**src/rtl/eccPkg.sv**
```systemverilog
package eccPkg;

  localparam int COL_W = 6;

  typedef struct packed {
    logic take;
    logic last;
    logic wipe;
  } eccStrobe_t;

  typedef enum logic [1:0] {
    VERD_CLEAN = 2'd0,
    VERD_FIX   = 2'd1,
    VERD_CODE  = 2'd2,
    VERD_MULTI = 2'd3
  } verdict_t;

endpackage

```
**src/rtl/eccCtrl.sv**
```systemverilog
module eccCtrl
  import eccPkg::*;
#(
  parameter int IDX_W = 8
) (
  input  logic             clk,
  input  logic             rstN,
  input  logic             eccEn,
  input  logic             clear,
  input  logic             inValid,
  output eccStrobe_t       strb,
  output logic [IDX_W-1:0] byteIdx
);

  logic [IDX_W-1:0] byteCnt;

  always_comb begin
    strb.wipe = clear;
    strb.take = inValid & eccEn & ~clear;
    strb.last = strb.take & (&byteCnt);
  end

  always_ff @(posedge clk or negedge rstN) begin
    if (!rstN)          byteCnt <= '0;
    else if (strb.wipe) byteCnt <= '0;
    else if (strb.take) byteCnt <= byteCnt + 1'b1;
  end

  assign byteIdx = byteCnt;

  assert_count_zero_after_clear_R7: assert property (@(posedge clk) disable iff (!rstN)
    clear |=> (byteCnt == '0));

  assert_count_holds_when_idle_R2: assert property (@(posedge clk) disable iff (!rstN)
    (!inValid || !eccEn || clear) && !clear |=> $stable(byteCnt));

endmodule

```
**src/rtl/eccDatapath.sv**
```systemverilog
module eccDatapath
  import eccPkg::*;
#(
  parameter int IDX_W       = 8,
  parameter int CHUNK_IDX_W = 4,
  localparam int LINE_W     = 2 * IDX_W,
  localparam int RES_W      = LINE_W + COL_W,
  localparam int CODE_W     = RES_W + 2
) (
  input  logic                   clk,
  input  logic                   rstN,
  input  eccStrobe_t             strb,
  input  logic [IDX_W-1:0]       byteIdx,
  input  logic [7:0]             inByte,
  output logic                   resultValid,
  output logic [RES_W-1:0]       resultWord,
  output logic [CODE_W-1:0]      resultCode,
  output logic [CHUNK_IDX_W-1:0] resultIdx
);

  logic [RES_W-1:0]       acc;
  logic [RES_W-1:0]       contrib;
  logic [CHUNK_IDX_W-1:0] chunkCnt;
  logic                   bytePar;

  // one byte's share: line terms reuse the byte parity, column terms split bits
  always_comb begin
    contrib = '0;
    bytePar = ^inByte;
    for (int k = 0; k < IDX_W; k++) begin
      contrib[COL_W + 2*k]     = bytePar & ~byteIdx[k];
      contrib[COL_W + 2*k + 1] = bytePar &  byteIdx[k];
    end
    for (int j = 0; j < 3; j++) begin
      for (int b = 0; b < 8; b++) begin
        if (((b >> j) & 1) == 1) contrib[2*j + 1] = contrib[2*j + 1] ^ inByte[b];
        else                     contrib[2*j]     = contrib[2*j]     ^ inByte[b];
      end
    end
  end

  always_ff @(posedge clk or negedge rstN) begin
    if (!rstN) begin
      acc         <= '0;
      resultWord  <= '0;
      resultValid <= 1'b0;
      resultIdx   <= '0;
      chunkCnt    <= '0;
    end else begin
      resultValid <= strb.last;
      if (strb.wipe) begin
        acc      <= '0;
        chunkCnt <= '0;
      end else if (strb.last) begin
        resultWord <= acc ^ contrib;
        resultIdx  <= chunkCnt;
        chunkCnt   <= chunkCnt + 1'b1;
        acc        <= '0;
      end else if (strb.take) begin
        acc <= acc ^ contrib;
      end
    end
  end

  assign resultCode = ~{resultWord, 2'b00};

  assert_valid_single_pulse_R3: assert property (@(posedge clk) disable iff (!rstN)
    resultValid |=> !resultValid);

  assert_acc_empty_at_result_R3: assert property (@(posedge clk) disable iff (!rstN)
    resultValid |-> (acc == '0));

endmodule

```
**src/rtl/eccCorrector.sv**
```systemverilog
module eccCorrector
  import eccPkg::*;
#(
  parameter int IDX_W   = 8,
  localparam int RES_W  = 2 * IDX_W + COL_W,
  localparam int CODE_W = RES_W + 2,
  localparam int PAIRS  = RES_W / 2
) (
  input  logic [CODE_W-1:0] storedCode,
  input  logic [RES_W-1:0]  calcWord,
  output verdict_t          verdict,
  output logic [IDX_W-1:0]  fixByte,
  output logic [2:0]        fixBit
);

  logic [RES_W-1:0] syn;
  logic             pairsOk;

  always_comb begin
    syn     = ~storedCode[CODE_W-1:2] ^ calcWord;
    pairsOk = 1'b1;
    for (int m = 0; m < PAIRS; m++) pairsOk = pairsOk & (syn[2*m] ^ syn[2*m + 1]);
    fixByte = '0;
    fixBit  = '0;
    if (syn == '0) begin
      verdict = VERD_CLEAN;
    end else if (pairsOk) begin
      verdict = VERD_FIX;
      for (int k = 0; k < IDX_W; k++) fixByte[k] = syn[COL_W + 2*k + 1];
      for (int j = 0; j < 3; j++)     fixBit[j]  = syn[2*j + 1];
    end else if ($countones(syn) == 1) begin
      verdict = VERD_CODE;
    end else begin
      verdict = VERD_MULTI;
    end
  end

  always_comb begin
    if (verdict == VERD_FIX)
      assert_fix_weight_R10: assert ($countones(syn) == PAIRS);
  end

endmodule

```
**src/rtl/eccChunkParity.sv**
```systemverilog
module eccChunkParity
  import eccPkg::*;
#(
  parameter int BYTE_IDX_W   = 8,
  parameter int PAGE_CHUNKS  = 16,
  localparam int RES_W       = 2 * BYTE_IDX_W + COL_W,
  localparam int CODE_W      = RES_W + 2,
  localparam int CHUNK_IDX_W = $clog2(PAGE_CHUNKS)
) (
  input  logic                   clk,
  input  logic                   rstN,
  input  logic                   eccEn,
  input  logic                   clear,
  input  logic                   inValid,
  input  logic [7:0]             inByte,
  output logic                   resultValid,
  output logic [RES_W-1:0]       resultWord,
  output logic [CODE_W-1:0]      resultCode,
  output logic [CHUNK_IDX_W-1:0] resultIdx,
  input  logic [CODE_W-1:0]      chkStored,
  input  logic [RES_W-1:0]       chkCalc,
  output logic [1:0]             chkVerdict,
  output logic [BYTE_IDX_W-1:0]  chkByte,
  output logic [2:0]             chkBit
);

  eccStrobe_t            strb;
  logic [BYTE_IDX_W-1:0] byteIdx;
  verdict_t              verdict;

  eccCtrl #(.IDX_W(BYTE_IDX_W)) uCtrl (
    .clk(clk), .rstN(rstN), .eccEn(eccEn), .clear(clear),
    .inValid(inValid), .strb(strb), .byteIdx(byteIdx)
  );

  eccDatapath #(.IDX_W(BYTE_IDX_W), .CHUNK_IDX_W(CHUNK_IDX_W)) uPath (
    .clk(clk), .rstN(rstN), .strb(strb), .byteIdx(byteIdx), .inByte(inByte),
    .resultValid(resultValid), .resultWord(resultWord),
    .resultCode(resultCode), .resultIdx(resultIdx)
  );

  eccCorrector #(.IDX_W(BYTE_IDX_W)) uFix (
    .storedCode(chkStored), .calcWord(chkCalc),
    .verdict(verdict), .fixByte(chkByte), .fixBit(chkBit)
  );

  assign chkVerdict = verdict;

endmodule

```
**config.mk**
```make
export PLATFORM = sky130hd
export DESIGN_NAME = eccChunkParity
export DESIGN_NICKNAME = d
export VERILOG_FILES = /design/src/rtl/eccPkg.sv /design/src/rtl/eccCtrl.sv /design/src/rtl/eccDatapath.sv /design/src/rtl/eccCorrector.sv /design/src/rtl/eccChunkParity.sv
export SDC_FILE = /design/constraint.sdc
export NUM_CORES = 1
export LEC_CHECK = 0
export BUFFER_PORTS_ARGS = -buffer_cell sky130_fd_sc_hd__buf_4
export CORE_UTILIZATION = 50
export DETAILED_ROUTE_END_ITERATION = 8
export GPL_ROUTABILITY_DRIVEN = 0
export PLACE_DENSITY = 0.84
export SYNTH_ARGS = -nofsm -noshare
export SYNTH_HDL_FRONTEND = slang
export SYNTH_SLANG_ARGS = --single-unit
```
**constraint.sdc**
```tcl
create_clock -name clk -period 9.3 [get_ports clk]
set_clock_uncertainty 0.05 [all_clocks]
set_input_delay 1.86 -clock clk [delete_from_list [all_inputs] [get_ports clk]]
set_output_delay 1.86 -clock clk [all_outputs]
set_load 0.005 [all_outputs]
```
==> results.cfg <==
[floorplanning]
ioPinCount = 123
die_h_um = 95.1
dieArea_um2 = 9050
core_um2 = 8300
rows = 33
fp.dieW_um = 95.1
start_util = 0.523

[route]
drtIter0Drc = 224
num_vias = 3737
vias_per_cell = 5.29
wire_per_inst_um = 13.9
ant_nets = 0
wl_mm = 9.81
dr.pass1.iters = 5
route.detailed.drc = 0

[clock_tree]
htree_levels = 3
cts.hold.buffers_added = 0
clk_latency_ns = 0.35
cts_tree = yes
cts-resized-gates = 0
clkTransAtPathRegs_ns = 0.07
cts.sinks = 61
cts_buffers = 9
cts_root_buf = clkbuf_8
cts.path.max_buffers = 2
post_cts_buffers = 0

[timing]
slew_viol_final = 0
period_share = 0.876
fmax_mhz = 123
worst_pin_slew_ns = 0.886
fin_hold_ws_ns = 0.428
finalSetupViolCount = 0
rsz0062_at_grt = no
hold_viol_final = 0
setup_ws_ns = 1.16
period_needed_ns = 8.14
slew_headroom = 0.408
tns_ns = 0

[pwr]
p_int_mw = 0.625
clkPwrFrac = 0.261
seq_power_share = 0.281
comb_power_share = 0.458
peakVddDrop_uv = 111
p_per_area_nw_per_um2 = 184
p_leak_nw = 2.80
p_sw_mw = 0.378
swShare = 0.377

[synth]
synth_edf_count = 0
ys_types = 39
yosysMostFrequentCell = inv_1
synth_top_cell_by_area = dfrtp_1
ys_seq_area_frac = 0.352
synth_commonest_cells = inv_1 (79), dfrtp_1 (61), nand2_1 (53)
syn_inst = 492
syn_avg_cell_area_um2 = 8.82
ys.warnings.count = 0
async_flop_share = 1.00
netlist_area_um2 = 4340
synth_seq_cells = 61
yosysTopAreaCellShare = 0.352
synth_area_leaders = dfrtp_1 (35%), ha_1 (8.4%), fa_1 (7.8%)
synthFlopType = dfrtp_1

[finish]
antenna_cells = 0
final_layout_size_suffix_gt1_frac = 0.235
fin_nets = 701
fillCellCount = 642
area_growth_pct = 25.7
stdcell_count = 706
final_util = 0.657

[worst_setup_path]
worstPathRequired_ns = 7.39
start_kind = primary input
arrival_ns = 6.23
cp_max_fo = 3
cp-end-kind = output port
crit_type = in2out

[grt]
grtUsageTotal = 0.232
grt_pass1_vias = 3727
grt_first_pass_wirelength_mm = 16.3
gr-total-overflow = 0
grt_max_degree = 62
antenna_found_initial = 0

[flow_run]
cap_violations = 0

[min_path]
min_path_type = reg2reg

[place]
dp_slack_ns = 1.12
numPortBuffers = 118
hpwl_mm = 7.38
dp_cells = 690

[outcome]
status = completed
## critical path, cell delays in order
cell,delay [ns]
buf_4,0.11
xor2_1,0.27
inv_1,0.08
ha_1,0.33
fa_1,0.54
inv_1,0.06
fa_1,0.52
inv_1,0.05
fa_1,0.37
inv_1,0.08
fa_1,0.41
inv_1,0.06
ha_1,0.16
inv_1,0.05
fa_1,0.37
a2111oi_0,0.38
a21oi_1,0.08
nor3_1,0.17
o21ai_0,0.10
buf_4,0.16
## flip-flops by register name (all words and copies together), names as in the netlist
name               flops
uPath.resultValid      1
uPath.resultWord      22
uCtrl.byteIdx          8
uPath.chunkCnt         4
uPath.acc             22
uPath.resultIdx        4
## layer usage
metal  vias to the layer above  part of all wire  GRT usage
li1                       1797                 -          -
met1                      1767              0.41      0.270
met2                       152              0.51      0.420
met3                        21             0.065     0.0463
met4                         0             0.018     0.0821
met5                         -                 0          0
## cell families after synthesis
logic type,synth area share
compound gates,0.0969
xor+xnor,0.112
fa+ha+maj,0.162
buf+inv,0.106
flops,0.352
mux,0.00462
other cells,0.000864
simple gates,0.166
## power by group through the flow
stage | Clock [mW] | Sequential [mW] | Combinational [mW]
floorplan | 0 | 0.283 | 0.334
global placement | 0 | 0.285 | 0.427
detailed placement | 0 | 0.286 | 0.462
CTS | 0.266 | 0.281 | 0.466
global route | 0.276 | 0.283 | 0.546
finish | 0.262 | 0.282 | 0.459
## worst paths after layout
| path | from | to | slack (ns) | cells past startpoint |
|---|---|---|---|---|
| setup reg to reg | uCtrl.byteIdx[0] | uPath.resultWord[1] | 6.80 | 5 |
| hold / removal | uPath.resultIdx[1] | uPath.resultIdx[1] | 0.43 | 2 |
| hold reg to reg | uPath.resultIdx[1] | uPath.resultIdx[1] | 0.43 | 2 |
| setup / recovery | chkStored[19] | chkVerdict[0] | 1.16 | 20 |
| min in group asynchronous | rstN | uPath.resultWord[18] | 1.52 | 1 |
| max in group asynchronous | rstN | uPath.acc[9] | 7.14 | 1 |
## stage by stage
step / power (mW) / cell area, um2
after global placement: 0.712 / 5230
after detailed placement: 0.749 / 5230
after floorplan: 0.617 / 4340
final: 1.00 / 5450
after global routing: 1.11 / 5450
after CTS: 1.01 / 5450
## placed cells by master (no fill, tap or decap), types with 2 or more instances in the layout
| master | synthesis | final |
|---|---|---|
| o21ai_0 | 25 | 25 |
| nand4_1 | 9 | 9 |
| xnor2_1 | 26 | 26 |
| xor2_1 | 26 | 26 |
| nand4b_1 | 4 | 4 |
| a32oi_1 | 4 | 4 |
| clkinv_4 | 0 | 2 |
| and3_1 | 2 | 2 |
| o21ai_1 | 5 | 5 |
| inv_1 | 79 | 79 |
| and4_1 | 2 | 2 |
| nand2_1 | 53 | 53 |
| nor3_1 | 5 | 5 |
| xnor2_2 | 2 | 2 |
| a32o_1 | 4 | 4 |
| o211ai_1 | 8 | 8 |
| a21o_1 | 4 | 4 |
| nand3_1 | 24 | 24 |
| fa_1 | 17 | 17 |
| conb_1 | 1 | 2 |
| clkbuf_8 | 0 | 9 |
| or4_1 | 7 | 7 |
| clkinvlp_4 | 0 | 3 |
| ha_1 | 29 | 29 |
| bufinv_16 | 0 | 2 |
| a21oi_1 | 8 | 8 |
| dfrtp_1 | 61 | 61 |
| nor2_1 | 38 | 38 |
| a31oi_1 | 5 | 5 |
| a211o_1 | 2 | 2 |
| mux2i_1 | 2 | 2 |
| buf_4 | 2 | 122 |
| or3_1 | 3 | 3 |
## area by class of cell
type                            count  area (um2)  share of cell area
Clock buffer                        9         124              0.0227
Tap cell                          105         131              0.0241
Clock inverter                      7         100              0.0184
Timing Repair Buffer              122         916               0.168
Inverter                           79         297              0.0544
Sequential cell                    61        1530               0.280
Multi-Input combinational cell    323        2360               0.432
(Power assumes the default switching activity.)
